<file path="config.mk">
export PLATFORM = sky130hd
export DESIGN_NAME = wdt_watchdog
export DESIGN_NICKNAME = d
export VERILOG_FILES = /design/src/rtl/wdt_pkg.sv /design/src/rtl/wdt_cfg_reg.sv /design/src/rtl/wdt_counter.sv /design/src/rtl/wdt_flag_irq.sv /design/src/rtl/wdt_pin_mux.sv /design/src/rtl/wdt_watchdog.sv
export SDC_FILE = /design/constraint.sdc
export NUM_CORES = 1
export LEC_CHECK = 0
export ABC_CLOCK_PERIOD_IN_PS = 1950
export BUFFER_PORTS_ARGS = -buffer_cell sky130_fd_sc_hd__buf_2
export CAP_MARGIN = 20
export CORE_ASPECT_RATIO = 0.7
export CORE_MARGIN = 5
export CORE_UTILIZATION = 35
export DETAILED_ROUTE_END_ITERATION = 8
export PLACE_DENSITY = 0.59
export SYNTH_ARGS = -nofsm -noshare
export SYNTH_HDL_FRONTEND = slang
export SYNTH_SLANG_ARGS = --single-unit
</file>
<file path="constraint.sdc">
create_clock -name clk -period 1.95 [get_ports clk]
set_input_delay 0.0975 -clock clk [delete_from_list [all_inputs] [get_ports clk]]
set_output_delay 0.0975 -clock clk [all_outputs]
set_load 0.05 [all_outputs]
</file>
<file path="src/rtl/wdt_pkg.sv">
package wdt_pkg;

    localparam int REG_W    = 8;
    localparam int MULT_W   = 5;
    localparam int RES_W    = 2;
    localparam int MAX_SHFT = 6;
    localparam int CNT_W    = MULT_W + MAX_SHFT;

    typedef enum logic [RES_W-1:0] {
        RES_TICK1  = 2'd0,
        RES_TICK4  = 2'd1,
        RES_TICK16 = 2'd2,
        RES_TICK64 = 2'd3
    } res_e;

    typedef struct packed {
        logic              spare;
        logic [MULT_W-1:0] mult;
        res_e              res;
    } wdt_cfg_t;

    // number of ticks for one unit of the selected resolution
    function automatic logic [CNT_W-1:0] res_ticks(input res_e r);
        logic [CNT_W-1:0] one;
        one = CNT_W'(1);
        return one << (2 * int'(r));
    endfunction

    // total timeout in ticks: multiplier times resolution
    function automatic logic [CNT_W-1:0] timeout_ticks(input wdt_cfg_t c);
        logic [CNT_W-1:0] m;
        m = CNT_W'(c.mult);
        return m << (2 * int'(c.res));
    endfunction

endpackage

</file>
<file path="src/rtl/wdt_cfg_reg.sv">
module wdt_cfg_reg
    import wdt_pkg::*;
(
    input  logic             clk,
    input  logic             rst,
    input  logic             wr_en,
    input  logic [REG_W-1:0] wr_data,
    output wdt_cfg_t         cfg,
    output logic             armed,
    output logic             restart,
    output logic             clear_req
);
    wdt_cfg_t cfg_q;

    always_ff @(posedge clk) begin
        if (rst) begin
            cfg_q <= '0;
        end else if (wr_en) begin
            cfg_q <= wdt_cfg_t'(wr_data);
        end
    end

    always_comb begin
        cfg       = cfg_q;
        armed     = (cfg_q.mult != '0);
        restart   = wr_en;
        clear_req = wr_en && (wr_data == '0);
    end
endmodule

</file>
<file path="src/rtl/wdt_counter.sv">
module wdt_counter
    import wdt_pkg::*;
(
    input  logic             clk,
    input  logic             rst,
    input  logic             tick_en,
    input  logic             restart,
    input  logic             armed,
    input  logic [CNT_W-1:0] limit,
    output logic             expire,
    output logic [CNT_W-1:0] count
);
    logic [CNT_W-1:0] cnt_q;
    logic             done_q;
    logic             step;
    logic             at_end;

    always_comb begin
        step   = armed && !done_q && tick_en && !restart;
        at_end = (cnt_q == (limit - CNT_W'(1)));
        expire = step && at_end;
        count  = cnt_q;
    end

    always_ff @(posedge clk) begin
        if (rst) begin
            cnt_q  <= '0;
            done_q <= 1'b0;
        end else if (restart) begin
            cnt_q  <= '0;
            done_q <= 1'b0;
        end else if (step) begin
            cnt_q <= cnt_q + CNT_W'(1);
            if (at_end) begin
                done_q <= 1'b1;
            end
        end
    end
endmodule

</file>
<file path="src/rtl/wdt_flag_irq.sv">
module wdt_flag_irq (
    input  logic clk,
    input  logic rst,
    input  logic expire,
    input  logic flags_rd,
    input  logic clear_req,
    output logic wd_flag,
    output logic wd_irq
);
    logic flag_q;
    logic irq_q;

    always_ff @(posedge clk) begin
        if (rst) begin
            flag_q <= 1'b0;
            irq_q  <= 1'b0;
        end else begin
            if (expire) begin
                flag_q <= 1'b1;
            end else if (flags_rd) begin
                flag_q <= 1'b0;
            end
            if (clear_req) begin
                irq_q <= 1'b0;
            end else if (expire) begin
                irq_q <= 1'b1;
            end
        end
    end

    assign wd_flag = flag_q;
    assign wd_irq  = irq_q;
endmodule

</file>
<file path="src/rtl/wdt_pin_mux.sv">
module wdt_pin_mux (
    input  logic armed,
    input  logic ftest_req,
    input  logic sqw_en,
    input  logic ftest_wave,
    input  logic wd_irq,
    output logic pin_out,
    output logic ftest_blocked
);
    logic ftest_want;
    logic ftest_owns;

    always_comb begin
        ftest_want    = ftest_req && !sqw_en;
        ftest_owns    = ftest_want && !armed;
        ftest_blocked = ftest_want && armed;
        pin_out       = ftest_owns ? ftest_wave : wd_irq;
    end
endmodule

</file>
<file path="src/rtl/wdt_watchdog.sv">
module wdt_watchdog
    import wdt_pkg::*;
(
    input  logic             clk,
    input  logic             rst,
    input  logic             tick16_en,
    input  logic             wr_en,
    input  logic [REG_W-1:0] wr_data,
    input  logic             flags_rd,
    input  logic             ftest_req,
    input  logic             sqw_en,
    input  logic             ftest_wave,
    output logic             wd_flag,
    output logic             wd_irq,
    output logic             pin_out,
    output logic             ftest_blocked
);
    wdt_cfg_t         cfg;
    logic             armed;
    logic             restart;
    logic             clear_req;
    logic [CNT_W-1:0] limit;
    logic             expire_p;
    logic [CNT_W-1:0] count_q;

    wdt_cfg_reg cfg_i (
        .clk       (clk),
        .rst       (rst),
        .wr_en     (wr_en),
        .wr_data   (wr_data),
        .cfg       (cfg),
        .armed     (armed),
        .restart   (restart),
        .clear_req (clear_req)
    );

    assign limit = timeout_ticks(cfg);

    wdt_counter cnt_i (
        .clk     (clk),
        .rst     (rst),
        .tick_en (tick16_en),
        .restart (restart),
        .armed   (armed),
        .limit   (limit),
        .expire  (expire_p),
        .count   (count_q)
    );

    wdt_flag_irq fi_i (
        .clk       (clk),
        .rst       (rst),
        .expire    (expire_p),
        .flags_rd  (flags_rd),
        .clear_req (clear_req),
        .wd_flag   (wd_flag),
        .wd_irq    (wd_irq)
    );

    wdt_pin_mux mux_i (
        .armed         (armed),
        .ftest_req     (ftest_req),
        .sqw_en        (sqw_en),
        .ftest_wave    (ftest_wave),
        .wd_irq        (wd_irq),
        .pin_out       (pin_out),
        .ftest_blocked (ftest_blocked)
    );
endmodule

</file>
### Word level (Yosys, flattened, before mapping)

Cells that the tools add are included.

| operators by class | value |
|---|---|
| add/sub/neg operators | 2 |
| eq/ne operators | 1 |
| shifts and indexed selects | 1 |
| mux-type cells | 3 |
| reductions and logical operators | 18 |

Operators by type and width:

| kind | number |
|---|---|
| $add A11 B1 Y11 const B | 1 |
| $eq A11 B11 Y1 | 1 |
| $shl A5 B3 Y11 | 1 |
| $sub A11 B1 Y11 const B | 1 |
| $logic_and A1 B1 Y1 | 8 |
| $logic_not A8 Y1 | 1 |
| $reduce_bool A5 Y1 | 1 |
| $logic_not A1 Y1 | 4 |
| $reduce_or A2 Y1 | 2 |
| $mux W1 | 3 |
| $reduce_and A2 Y1 | 1 |
| $reduce_bool A2 Y1 | 1 |

| word-level totals | value |
|---|---|
| register bits | 21 |
| bits of input ports | 16 |
| output and inout bits | 4 |

### Longest topological paths before layout

Gate-level depths: netlist of run 1.

| logic depth | value |
|---|---|
| word-level depth | 6 |
| depth in mapped cells | 10 |
| depth with buffers taken out | 9 |

### Cells and area by module

Synthesis of run 1 repeated with hierarchy kept, for this count alone.

| unflattened totals | value |
|---|---|
| cell total of the unflattened synthesis | 180 |
| area total of the unflattened synthesis | 1525.2 sq um |

By module, submodules not included:

| module | instances | cells each | area each (sq um) | sequential area each (sq um) |
|---|---|---|---|---|
| wdt_counter | 1 | 118 | 957.2 | 240.2 |
| wdt_cfg_reg | 1 | 33 | 327.8 | 160.2 |
| wdt_watchdog | 1 | 19 | 135.1 | 0.0 |
| wdt_flag_irq | 1 | 7 | 67.6 | 40.0 |
| wdt_pin_mux | 1 | 3 | 37.5 | 0.0 |

### Worst setup path after synthesis of run 1

No wires, ideal clock.

| timing path | value |
|---|---|
| path kind | reg2reg |
| start point | register cfg_i.cfg_q (netlist bit cfg_i.cfg[0]) |
| end point | register cnt_i.done_q |
| library setup time | 101 ps |
| arrival | 2004 ps |
| data required time | 1849 ps |
| slack | -155 ps |
| cell stages (with the launch flop) | 11 |
| path buffers | 1 |
| cell sequence | dfxtp_1 > buf_6 > nor2_1 > nand2_1 > ha_1 > xnor2_1 > a211oi_1 > nand4_1 > mux2i_1 > nand4_1 > o41ai_1 |

| between the ends | value |
|---|---|
| longest elaborated chain between the ends | 4 |

Ends and longest elaborated chain:

| item | line | text |
|---|---|---|
| start, declared | wdt_cfg_reg.sv:13 | `wdt_cfg_t cfg_q;` |
| start signal, assigned | wdt_cfg_reg.sv:19 | `cfg_q <= wdt_cfg_t'(wr_data);` |
| $shl A5 B3 Y11 | wdt_pkg.sv:33 | `return m << (2 * int'(c.res));` |
| $sub A11 B1 Y11 | wdt_counter.sv:20 | `at_end = (cnt_q == (limit - CNT_W'(1)));` |
| $eq A11 B11 Y1 | wdt_counter.sv:20 |  |
| $reduce_and A2 Y1 (no source line) | -- |  |
| end signal, assigned | wdt_counter.sv:28 | `done_q <= 1'b0;` |
| end signal, assigned | wdt_counter.sv:31 | `done_q <= 1'b0;` |
| end signal, assigned | wdt_counter.sv:35 | `done_q <= 1'b1;` |
| end, declared | wdt_counter.sv:14 | `logic done_q;` |

Every way passes these cells.
A chain may end at the register's enable or synchronous reset.

### Final worst setup path of run 1

| timing path | value |
|---|---|
| start point | register cfg_i.cfg_q (netlist bit cfg_i.cfg[2]) |
| end point | register fi_i.flag_q (netlist: fi_i.wd_flag) |

| between the ends | value |
|---|---|
| longest elaborated chain between the ends | 6 |
| elaborated cells between the ends (all ways) | 10 |
| those cells by class | add/sub: 1; eq/ne: 1; shift: 1; mux: 1; reduce/logical: 6 |

Ends and longest elaborated chain:

| item | line | text |
|---|---|---|
| parallel branches: the longest is 4 deep, another holds $sub A11 B1 Y11 | -- |  |
| $logic_and A1 B1 Y1 * | wdt_counter.sv:21 | `expire = step && at_end;` |
| $mux W1 / $reduce_bool A2 Y1 (equally long branches) | -- |  |
| end signal, assigned | wdt_flag_irq.sv:15 | `flag_q <= 1'b0;` |
| end signal, assigned | wdt_flag_irq.sv:19 | `flag_q <= 1'b1;` |
| end signal, assigned | wdt_flag_irq.sv:21 | `flag_q <= 1'b0;` |
| end, declared | wdt_flag_irq.sv:10 | `logic flag_q;` |

Mark *: on every way between the ends.

==> metrics.yaml, run 1 <==
result_of_the_run: "complete, but fails checks"
violations: "negative setup slack"
max_slew.worst_pin.slew_ns: 0.381
initial_utilization_pct: 35.4
worst_hold_path_type: "in2reg"
detailedRoute.firstIterationViolations: 119
clock-root-buffer: "sky130_fd_sc_hd__clkbuf_8"
grt_first_pass_wirelength_um: 7830
synth_top_cell_by_area: "sky130_fd_sc_hd__dfxtp_1"
grt_remaining_overflow: 0
path_class: "reg2reg"
design.portCount: 20
ys_dominant_reg_cell: "sky130_fd_sc_hd__dfxtp_1"
dp.final_hpwl_um: 3590
critical_path.startpoint_type: "register"
critical_path_peak_fanout: 11
grtUsageMet2_pct: 23.7
gr-max-usage-layer: "met1"
synth.most_common_cell: "sky130_fd_sc_hd__nor2_1"
inserted_diodes: 0
ys_warns: 0
worstReg2RegEnd: "fi_i.wd_flag"
cap_violations: 0
num_rows: 21
fill_cells: 441
area_delta_synth_final_pct: 36.6
die_outline_width_um: 92.4
postRouteWirelength_um: 4920
synth_enable_flop_cells: 0
critPathMaxStageDelay_ns: 0.34
via_per_inst: 5.31
skew_ns: 0.00651
cts-hold-fix-buffers: 0
worst_slew_margin_relative_to_its_limit_pct: 74.6
vdd_drop_max_v: 0.000335
crit_path_start: "cfg_i.cfg[2]"
critical_path.n_buffers_inverters: 1
worstPathRequired_ns: 2.11
finalMaxSlewViolations: 0
cts.sink_count: 21
critPathCaptureType: "register"
area_share_of_the_largest_cell_type_after_synthesis_pct: 25.2
cts_tree: "done"
timing.final.hold_violations: 0
critPathSlowestCell: "sky130_fd_sc_hd__o41ai_2"
core_area_mm2: 0.00470
first_global_vias: 1535
layout_min_cycle_time_ns: 2.01
htree_levels: 1
use_met3_pct: 3.34
multi_input_area_mm2: 0.00127
worst_hold_startpoint: "wr_data[5]"
dieArea_mm2: 0.00626
p_per_area_mw_per_mm2: 507
holdPathEnd: "cfg_i.cfg[5]"
nNetsFinal: 271
grt_max_degree: 13
finalSetupViolations: 3
gp_congestion: 0.810
netlist_instances: 204
final_min_period_over_clock_period_pct: 103
clock_latency_reported_for_the_late_side_of_the_worst_skew_pair_ns: 0.27
synth.net_count: 222
cts-root-to-sink-buffers: 2
path_delay_family: "compound AO/OA/AOI/OAI gates"
synth_common_cells: "sky130_fd_sc_hd__nor2_1 (31), sky130_fd_sc_hd__dfxtp_1 (21), sky130_fd_sc_hd__nand2_1 (13)"
timing.fmax_ghz: 0.497
port_buffers: 19
critical_path.cell_chain: "buf_12, mux2_4, nor2b_1, a31oi_1, and3_1, o2111ai_2, o41ai_2"
unrepaired_setup_endpoints_after_global_routing: "yes"
ff2ff_setup_slack_ns: -0.06
vias: 1642
grt.total_usage_pct: 16.0
final-instance-count-excl-fill: 309
whs_path_depth: 3
drt-wirelength-per-cell_um: 15.9
ys_types: 56
die_height_um: 67.7
drcViolationCount: 0
number_of_buffers_added_by_the_clock_tree_synthesis_step: 3
drt_first_pass_iters: 4
postLayoutCoreUtil_pct: 48.4
fin_ws_ns: -0.0640
gr_met1_demand_resource_pct: 23.8
detail-route-antenna-nets: 0
synth.avg_cell_area_um2: 8.16
proportion_of_layout_cells_with_a_drive_suffix_above_1_pct: 40.5
area.sequential_um2: 432
antenna_found_initial: 0
timing.critical_path.arrival_ns: 2.17
reg2regPathDepth: 7
synth_sequential_area_ratio_pct: 25.2
power_leakage_nw: 0.940
cts.reportedPaths.clkPinSlew_ns: 0.09
synthesized_cell_area_mm2: 0.00167
place.detailed.instances: 299
ys_seq_elements: 21
rr_startpoint: "cfg_i.cfg[2]"
ys_top_cells_by_area: "sky130_fd_sc_hd__dfxtp_1 (25%), sky130_fd_sc_hd__nor2_1 (7.0%), sky130_fd_sc_hd__mux2i_1 (6.6%)"
synth_async_sr_flop_share_pct: 0
## repair_timing
| action | 4_1_cts | 5_1_grt |
|---|---|---|
| gates resized for setup | 18 | 15 |
| endpoints found under the setup margin | 4 | 7 |
| pin swaps | 4 | 2 |
| setup buffers | 3 | 3 |
## cells by family after synthesis
family	after synthesis	share of synthesized area (%)
fa+ha+maj	2	1.50
buf+inv	18	5.56
mux	16	10.2
compound gates	36	17.1
xor+xnor	22	12.4
simple gates	89	28.0
flops	21	25.2
## through the flow
stage | setup WS [ns] | total power, mW | TNS, ns | hold slack [ns] | area (um^2)
6_report | -0.0640 | 1.15 | -0.175 | 0.0789 | 2270
4_1_cts | -0.0386 | 1.12 | -0.0768 | 0.0769 | 2180
5_1_grt | -0.155 | 1.21 | -0.458 | 0.0700 | 2270
3_3_place_gp | -0.227 | 0.795 | -0.650 | 0.351 | 2040
2_1_floorplan | -0.00507 | 0.666 | -0.0101 | 0.245 | 1670
3_5_place_dp | -0.263 | 0.796 | -0.701 | 0.355 | 2040
## registers in the layout (all words and copies together), names as in the netlist
register and cells:
cnt_i.count 11, cfg_i.cfg 7, cnt_i.done_q 1, fi_i.wd_flag 1
fi_i.wd_irq 1
## tightest hold or removal path, cell delays in order
cell and delay [ns]:
sky130_fd_sc_hd__buf_2 0.09, sky130_fd_sc_hd__mux2i_1 0.06, sky130_fd_sc_hd__nor2_1 0.07
## final cells by class
cell class                      count  share of cell area [%]
Multi-Input combinational cell    165                    56.0
Inverter                            2                   0.330
Sequential cell                    21                    19.0
Tap cell                           57                    3.14
Clock buffer                        4                    1.98
Timing Repair Buffer               60                    19.6
## cells in the final DEF, fill, tap and decap left out, types with 5 or more instances in the layout
cell type	instances
sky130_fd_sc_hd__xor2_1	9
sky130_fd_sc_hd__mux2i_1	10
sky130_fd_sc_hd__nor2_1	28
sky130_fd_sc_hd__nor3_1	5
sky130_fd_sc_hd__nand4_1	8
sky130_fd_sc_hd__xnor2_1	10
sky130_fd_sc_hd__nand2_1	11
sky130_fd_sc_hd__o21ai_0	5
sky130_fd_sc_hd__buf_2	18
sky130_fd_sc_hd__buf_4	37
sky130_fd_sc_hd__dfxtp_1	16
## metal layers
| layer | wire (um) | share of wire, % |
|---|---|---|
| met5 | 0 | 0 |
| met3 | 272 | 5.5 |
| met1 | 2460 | 50 |
| met2 | 2150 | 44 |
| met4 | 28 | 0.57 |
## worst max-delay path by stage
stage	slack (ns)	cells past startpoint	endpoint
6_report	-0.06	7	fi_i.wd_flag
5_1_grt	-0.15	9	fi_i.wd_irq
4_1_cts	-0.04	9	cnt_i.done_q
3_5_place_dp	-0.26	8	cnt_i.done_q
3_3_place_gp	-0.23	9	fi_i.wd_flag
2_1_floorplan	-0.005	10	cnt_i.done_q
## power by group
part | leakage (nW) | internal (mW) | total [mW] | switching [mW]
logic | 0.745 | 0.202 | 0.398 | 0.196
clock network | 0.0228 | 0.146 | 0.300 | 0.154
registers | 0.173 | 0.438 | 0.455 | 0.0170
No activity file was read; power rests on OpenSTA's default activity.
==> run 2, diff against run 1 <==
--- a/config.mk
+++ b/config.mk
@@ -11,6 +11,7 @@
 export CORE_ASPECT_RATIO = 0.7
 export CORE_MARGIN = 5
 export CORE_UTILIZATION = 35
+export CTS_BUF_LIST = sky130_fd_sc_hd__clkbuf_16
 export DETAILED_ROUTE_END_ITERATION = 8
 export PLACE_DENSITY = 0.59
 export SYNTH_ARGS = -nofsm -noshare
==> run 2 against run 1 <==
Cell count up 0.97%. The run still ends with negative setup slack left. Die area is the same. Critical endpoint unchanged. Via count rose by 1.1%. Clock skew fell by 0.0022 ns. Fmax down 0.27%. Count of clock-buffer cells in the layout decreased by 1. Sequential cell count stayed put. Largest power group unchanged. Combinational power rose by 2%. First-iteration DRC count is 11% lower.
==> metrics.yaml, run 2 (synthesis gave the netlist of run 1 again) <==
die_height_um: 67.7  # unchanged
max_slew.worst_pin.slew_ns: 0.369  # was 0.381 ns
design.portCount: 20  # unchanged
multi_input_area_mm2: 0.00127  # about the same
core_area_mm2: 0.00470  # unchanged
worstPathRequired_ns: 2.10  # was 2.11 ns
gr_met1_demand_resource_pct: 23.4  # was 23.8%
grt.total_usage_pct: 16.0  # about the same
rr_startpoint: "cfg_i.cfg[1]"  # was cfg_i.cfg[2]
timing.fmax_ghz: 0.495  # was 0.497 GHz
postRouteWirelength_um: 4890  # was 4920 um
layout_common_cells: "sky130_fd_sc_hd__buf_4 (38), sky130_fd_sc_hd__nor2_1 (27), sky130_fd_sc_hd__buf_2 (18)"  # was sky130_fd_sc_hd__buf_4 (37), sky130_fd_sc_hd__nor2_1 (28), sky130_fd_sc_hd__buf_2 (18)
drt_first_pass_iters: 4  # unchanged
path_class: "reg2reg"  # unchanged
netSwitchingFraction_pct: 29.2  # was 31.8%
dieArea_mm2: 0.00626  # unchanged
proportion_of_layout_cells_with_a_drive_suffix_above_1_pct: 40.8  # was 40.5%
drt-wirelength-per-cell_um: 15.7  # was 15.9 um
clock-root-buffer: "sky130_fd_sc_hd__clkbuf_16"  # was sky130_fd_sc_hd__clkbuf_8
whs_path_depth: 3  # unchanged
critical_path.n_buffers_inverters: 0  # was 1
vias: 1660  # was 1,642
detailedRoute.firstIterationViolations: 106  # was 119
critical_path_peak_fanout: 6  # was 11
clockPowerShare_pct: 33.8  # was 26.1%
unrepaired_setup_endpoints_after_global_routing: "yes"  # unchanged
power_leakage_nw: 0.973  # was 0.940 nW
worstReg2RegEnd: "fi_i.wd_flag"  # unchanged
part_of_the_total_power_dissipated_in_sequential_elements_pct: 35.1  # was 39.4%
number_of_buffers_added_by_the_clock_tree_synthesis_step: 3  # unchanged
ff2ff_setup_slack_ns: -0.07  # was -0.06 ns
vdd_drop_max_v: 0.000367  # was 0.000335 V
final-instance-count-excl-fill: 312  # was 309
grt_remaining_overflow: 0  # unchanged
violations: "negative setup slack"  # unchanged
skew_ns: 0.00429  # was 0.00651 ns
postLayoutCoreUtil_pct: 49.5  # was 48.4%
layout_min_cycle_time_ns: 2.02  # was 2.01 ns
gr-max-usage-layer: "met2"  # was met1
htree_levels: 1  # unchanged
cts.sink_count: 21  # unchanged
critical_path.cell_chain: "nor2_4, nand2_2, ha_4, xnor2_2, a211oi_2, nand4_1, mux2i_1, nand4_1, o41ai_2"  # was buf_12, mux2_4, nor2b_1, a31oi_1, and3_1, o2111ai_2, o41ai_2
critPathSlowestCell: "sky130_fd_sc_hd__dfxtp_4"  # was sky130_fd_sc_hd__o41ai_2
cap_violations: 0  # unchanged
antenna_found_initial: 0  # unchanged
gp_congestion: 0.810  # unchanged
path_delay_family: "simple AND/OR/NAND/NOR gates"  # was compound AO/OA/AOI/OAI gates
area.sequential_um2: 433  # was 432 um^2
grt_max_degree: 13  # unchanged
grtUsageMet2_pct: 23.5  # was 23.7%
result_of_the_run: "complete, but fails checks"  # unchanged
area_delta_synth_final_pct: 39.8  # was 36.6%
finalMaxSlewViolations: 0  # unchanged
first_global_vias: 1549  # was 1,535
place.detailed.instances: 299  # unchanged
initial_utilization_pct: 35.4  # unchanged
timing.critical_path.arrival_ns: 2.17  # about the same
cts_tree: "done"  # unchanged
inserted_diodes: 0  # unchanged
critPathMaxStageDelay_ns: 0.38  # was 0.34 ns
timing.final.hold_violations: 0  # unchanged
cts-hold-fix-buffers: 0  # unchanged
cpMostUsedCell: "sky130_fd_sc_hd__nand4_1"
post-layout-total-power_mw: 1.30  # was 1.15 mW
critPathCaptureType: "register"  # unchanged
final_min_period_over_clock_period_pct: 104  # was 103%
critical_path.startpoint_type: "register"  # unchanged
clock_latency_reported_for_the_late_side_of_the_worst_skew_pair_ns: 0.25  # was 0.27 ns
reg2regPathDepth: 9  # was 7
cts-root-to-sink-buffers: 2  # unchanged
finalSetupViolations: 3  # unchanged
fin_ws_ns: -0.0695  # was -0.0640 ns
holdPathEnd: "cfg_i.cfg[6]"  # was cfg_i.cfg[5]
nNetsFinal: 274  # was 271
worst_slew_margin_relative_to_its_limit_pct: 75.3  # was 74.6%
power_report.internal_total_uw: 919  # was 786 uW
port_buffers: 19  # unchanged
dpl_worst_slack_ns: -0.263  # unchanged
comb_power_share_pct: 31.2  # was 34.5%
p_per_area_mw_per_mm2: 557  # was 507 mW/mm^2
drcViolationCount: 0  # unchanged
detail-route-antenna-nets: 0  # unchanged
mostFrequentLayoutCell: "sky130_fd_sc_hd__buf_4"  # unchanged
use_met3_pct: 4.01  # was 3.34%
dp.final_hpwl_um: 3590  # unchanged
die_outline_width_um: 92.4  # unchanged
worst_hold_startpoint: "wr_data[6]"  # was wr_data[5]
grt_first_pass_wirelength_um: 7870  # was 7830 um
fill_cells: 429  # was 441
largest_register_ff_count: 11  # unchanged
worst_hold_path_type: "in2reg"  # unchanged
via_per_inst: 5.32  # was 5.31
num_rows: 21  # unchanged
cts.reportedPaths.clkPinSlew_ns: 0.06  # was 0.09 ns
net-switching-power_uw: 378  # was 367 uW
-- run 2: how the worst max path moves through the flow --
stage,slack [ns],cells after the start,startpoint,end
final,-0.07,9,cfg_i.cfg[1],fi_i.wd_flag
after global routing,-0.16,7,cfg_i.cfg[4],fi_i.wd_irq
after CTS,-0.02,9,cfg_i.cfg[0],cnt_i.done_q
after detailed placement,-0.26,8,cfg_i.cfg[1],cnt_i.done_q
after global placement,-0.23,9,cfg_i.cfg[1],fi_i.wd_flag
after floorplan,-0.005,10,cfg_i.cfg[0],cnt_i.done_q
-- run 2: layout make-up --
class	instances	area share, %
flip-flops and latches	21	18.6
inverters	2	0.322
clock buffers	3	3.22
multi-input cells	165	54.5
clock inverters	1	0.161
well taps	57	3.06
repair buffers	63	20.2
-- run 2: tightest hold or removal path, stage by stage --
cell and delay, ns:
sky130_fd_sc_hd__buf_2 0.09, sky130_fd_sc_hd__mux2i_1 0.06, sky130_fd_sc_hd__nor2_1 0.07
-- run 2: metal layers --
layer	vias to the layer above	part of all wire, %
li1	834	-
met1	762	49
met2	58	42
met3	6	8.0
met4	0	1.1
met5	-	0
-- run 2: power groups by stage --
stage | Sequential, mW | Clock, mW | Combinational (mW)
final | 0.455 | 0.438 | 0.404
after global routing | 0.456 | 0.465 | 0.437
after CTS | 0.455 | 0.446 | 0.361
after detailed placement | 0.467 | 0 | 0.330
after global placement | 0.467 | 0 | 0.328
after floorplan | 0.455 | 0 | 0.211
-- run 2: timing repair --
item	in CTS	in global routing
setup buffers	4	5
gates resized for setup	17	17
pin swaps	3	11
gates cloned	0	0
setup endpoints to repair	4	7
-- run 2: per-stage QoR --
| step | instance area, um^2 | hold slack, ns | TNS [ns] |
|---|---|---|---|
| floorplan | 1670 | 0.245 | -0.0101 |
| finish | 2330 | 0.0950 | -0.196 |
| detailed placement | 2040 | 0.355 | -0.701 |
| CTS | 2210 | 0.0933 | -0.0409 |
| global route | 2330 | 0.0937 | -0.492 |
| global placement | 2040 | 0.351 | -0.650 |
==> run 3, diff against run 2 <==
--- a/config.mk
+++ b/config.mk
@@ -5,7 +5,7 @@
 export SDC_FILE = /design/constraint.sdc
 export NUM_CORES = 1
 export LEC_CHECK = 0
-export ABC_CLOCK_PERIOD_IN_PS = 1950
+export ABC_CLOCK_PERIOD_IN_PS = 1800
 export BUFFER_PORTS_ARGS = -buffer_cell sky130_fd_sc_hd__buf_2
 export CAP_MARGIN = 20
 export CORE_ASPECT_RATIO = 0.7
==> constraint.sdc (replaced) <==
create_clock -name clk -period 1.8 [get_ports clk]
set_input_delay 0.09 -clock clk [delete_from_list [all_inputs] [get_ports clk]]
set_output_delay 0.09 -clock clk [all_outputs]
set_load 0.05 [all_outputs]
==> run 3 against run 2 <==
The flow still finishes with violations (negative setup slack). Wire length is 2.6% lower. Clock skew is 0.0061 ns higher. Register-to-register slack lost 0.22 ns. Cell count rose by 0.32%. Utilization rose by 1.5 points. Worst setup slack got worse by 0.22 ns. Via count decreased by 1.2%. Die area unchanged. Sequential power grew 7.5%. Total power increased by 10%. Critical path type unchanged. Largest power group unchanged. Highest routed layer unchanged.
==> metrics.yaml, run 3 (synthesis gave the netlist of run 1 again) <==
worst_hold_path_type: "in2reg"  # unchanged
timing.critical_path.arrival_ns: 2.26  # was 2.17 ns
violations: "negative setup slack"  # unchanged
power_leakage_nw: 0.976  # was 0.973 nW
design.portCount: 20  # unchanged
grt_max_degree: 17  # was 13
cts.sink_count: 21  # unchanged
vias: 1640  # was 1,660
drt-wirelength-per-cell_um: 15.2  # was 15.7 um
cts-root-to-sink-buffers: 2  # unchanged
detailedRoute.firstIterationViolations: 176  # was 106
fill_cells: 432  # was 429
inserted_diodes: 0  # unchanged
worstPathRequired_ns: 1.97  # was 2.10 ns
grt.total_usage_pct: 15.3  # was 16.0%
core_area_mm2: 0.00470  # unchanged
antenna_found_initial: 0  # unchanged
final-instance-count-excl-fill: 313  # was 312
reg2regPathDepth: 10  # was 9
skew_ns: 0.0104  # was 0.00429 ns
hold-worst-slack_ns: 0.0789  # was 0.0950 ns
layout_common_cells: "sky130_fd_sc_hd__buf_4 (38), sky130_fd_sc_hd__nor2_1 (26), sky130_fd_sc_hd__buf_2 (18)"  # was sky130_fd_sc_hd__buf_4 (38), sky130_fd_sc_hd__nor2_1 (27), sky130_fd_sc_hd__buf_2 (18)
place.detailed.instances: 303  # was 299
rr_startpoint: "cfg_i.cfg[0]"  # was cfg_i.cfg[1]
die_outline_width_um: 92.4  # unchanged
p_per_area_mw_per_mm2: 596  # was 557 mW/mm^2
final_min_period_over_clock_period_pct: 116  # was 104%
dp.final_hpwl_um: 3490  # was 3590 um
result_of_the_run: "complete, but fails checks"  # unchanged
area.sequential_um2: 430  # was 433 um^2
grt_remaining_overflow: 0  # unchanged
layout_min_cycle_time_ns: 2.09  # was 2.02 ns
initial_utilization_pct: 35.4  # unchanged
critical_path.startpoint_type: "register"  # unchanged
vdd_drop_max_v: 0.000313  # was 0.000367 V
area_delta_synth_final_pct: 44.1  # was 39.8%
largest_register_ff_count: 11  # unchanged
holdPathEnd: "cfg_i.cfg[4]"  # was cfg_i.cfg[6]
die_height_um: 67.7  # unchanged
finalMaxSlewViolations: 0  # unchanged
worst_slew_margin_relative_to_its_limit_pct: 73.1  # was 75.3%
cts_tree: "done"  # unchanged
fin_ws_ns: -0.291  # was -0.0695 ns
worst_hold_startpoint: "wr_data[4]"  # was wr_data[6]
first_global_vias: 1455  # was 1,549
gp_congestion: 0.823  # was 0.810
timing.final.hold_violations: 0  # unchanged
number_of_buffers_added_by_the_clock_tree_synthesis_step: 3  # unchanged
whs_path_depth: 3  # unchanged
drt_first_pass_iters: 4  # unchanged
mostFrequentLayoutCell: "sky130_fd_sc_hd__buf_4"  # unchanged
critical_path_peak_fanout: 4  # was 6
cts-hold-fix-buffers: 0  # unchanged
htree_levels: 1  # unchanged
clock-root-buffer: "sky130_fd_sc_hd__clkbuf_16"  # unchanged
nNetsFinal: 275  # was 274
critPathCaptureType: "register"  # unchanged
port_buffers: 19  # unchanged
timing.fmax_ghz: 0.478  # was 0.495 GHz
postRouteWirelength_um: 4760  # was 4890 um
cts.reportedPaths.clkPinSlew_ns: 0.07  # was 0.06 ns
ff2ff_setup_slack_ns: -0.29  # was -0.07 ns
grt_first_pass_wirelength_um: 7580  # was 7870 um
dieArea_mm2: 0.00626  # unchanged
path_class: "reg2reg"  # unchanged
proportion_of_layout_cells_with_a_drive_suffix_above_1_pct: 42.2  # was 40.8%
via_per_inst: 5.24  # was 5.32
detail-route-antenna-nets: 0  # unchanged
clock_latency_reported_for_the_late_side_of_the_worst_skew_pair_ns: 0.26  # was 0.25 ns
multi_input_area_mm2: 0.00130  # was 0.00127 mm^2
dpl_worst_slack_ns: -0.351  # was -0.263 ns
num_rows: 21  # unchanged
worstReg2RegEnd: "cnt_i.done_q"  # was fi_i.wd_flag
max_slew.worst_pin.slew_ns: 0.399  # was 0.369 ns
cap_violations: 0  # unchanged
finalSetupViolations: 3  # unchanged
drcViolationCount: 0  # unchanged
post-layout-total-power_mw: 1.43  # was 1.30 mW
unrepaired_setup_endpoints_after_global_routing: "yes"  # unchanged
## run 3: cell types whose count changed in the layout (fill, tap and decap cells not counted), sizes merged
cell / delta
inv: -1
buf: +1
clkinvlp: +1
## run 3: area by class of cell
type	instances	area share, %
Timing Repair Buffer	64	21.0
Clock buffer	3	3.13
Tap cell	57	2.97
Inverter	2	0.313
Multi-Input combinational cell	165	54.3
Clock inverter	1	0.313
Sequential cell	21	17.9
## run 3: worst max-delay path by stage
stage | startpoint | end | slack (ns) | cells past startpoint
2_1_floorplan | cfg_i.cfg[0] | cnt_i.done_q | -0.15 | 10
3_3_place_gp | cfg_i.cfg[0] | cnt_i.done_q | -0.26 | 9
3_5_place_dp | cfg_i.cfg[0] | cnt_i.done_q | -0.35 | 9
4_1_cts | cfg_i.cfg[0] | fi_i.wd_flag | -0.25 | 9
5_1_grt | cfg_i.cfg[0] | cnt_i.done_q | -0.32 | 9
6_report | cfg_i.cfg[0] | cnt_i.done_q | -0.29 | 10
## run 3: worst max-delay path: stages, from the launching register on
cell                      delay [ns]
sky130_fd_sc_hd__dfxtp_4        0.37
sky130_fd_sc_hd__buf_12         0.13
sky130_fd_sc_hd__buf_4          0.13
sky130_fd_sc_hd__nor2b_2        0.16
sky130_fd_sc_hd__buf_4          0.16
sky130_fd_sc_hd__a21o_1         0.13
sky130_fd_sc_hd__nor3_2         0.06
sky130_fd_sc_hd__buf_4          0.14
sky130_fd_sc_hd__o21ai_0        0.16
sky130_fd_sc_hd__nand4_1        0.30
sky130_fd_sc_hd__o41ai_2        0.27
## run 3: metal layers
layer	part of all wire, %	vias to the layer above	track usage [%]
li1	-	834	-
met2	41	55	22.6
met4	0.13	0	1.11
met1	53	749	23.5
met3	5.6	2	3.23
met5	0	-	0
## run 3: per-stage QoR
step	utilization, %	TNS [ns]	cell area [um^2]
global placement	43.9	-0.760	2070
CTS	48.5	-0.665	2280
floorplan	-	-0.414	1680
detailed placement	43.9	-0.989	2070
global route	51.0	-1.06	2400
finish	51.0	-0.816	2400
## run 3: where the power goes
| part | switching (mW) | leakage (nW) | internal, mW |
|---|---|---|---|
| logic | 0.224 | 0.766 | 0.231 |
| clock network | 0.184 | 0.0371 | 0.301 |
| registers | 0.0143 | 0.173 | 0.474 |
## run 3: timing repair
action / CTS / global route
gates resized for setup: 25 / 14
cloned: 0 / 1
setup endpoints to repair: 7 / 7
pin swaps: 5 / 4
setup buffers: 3 / 2
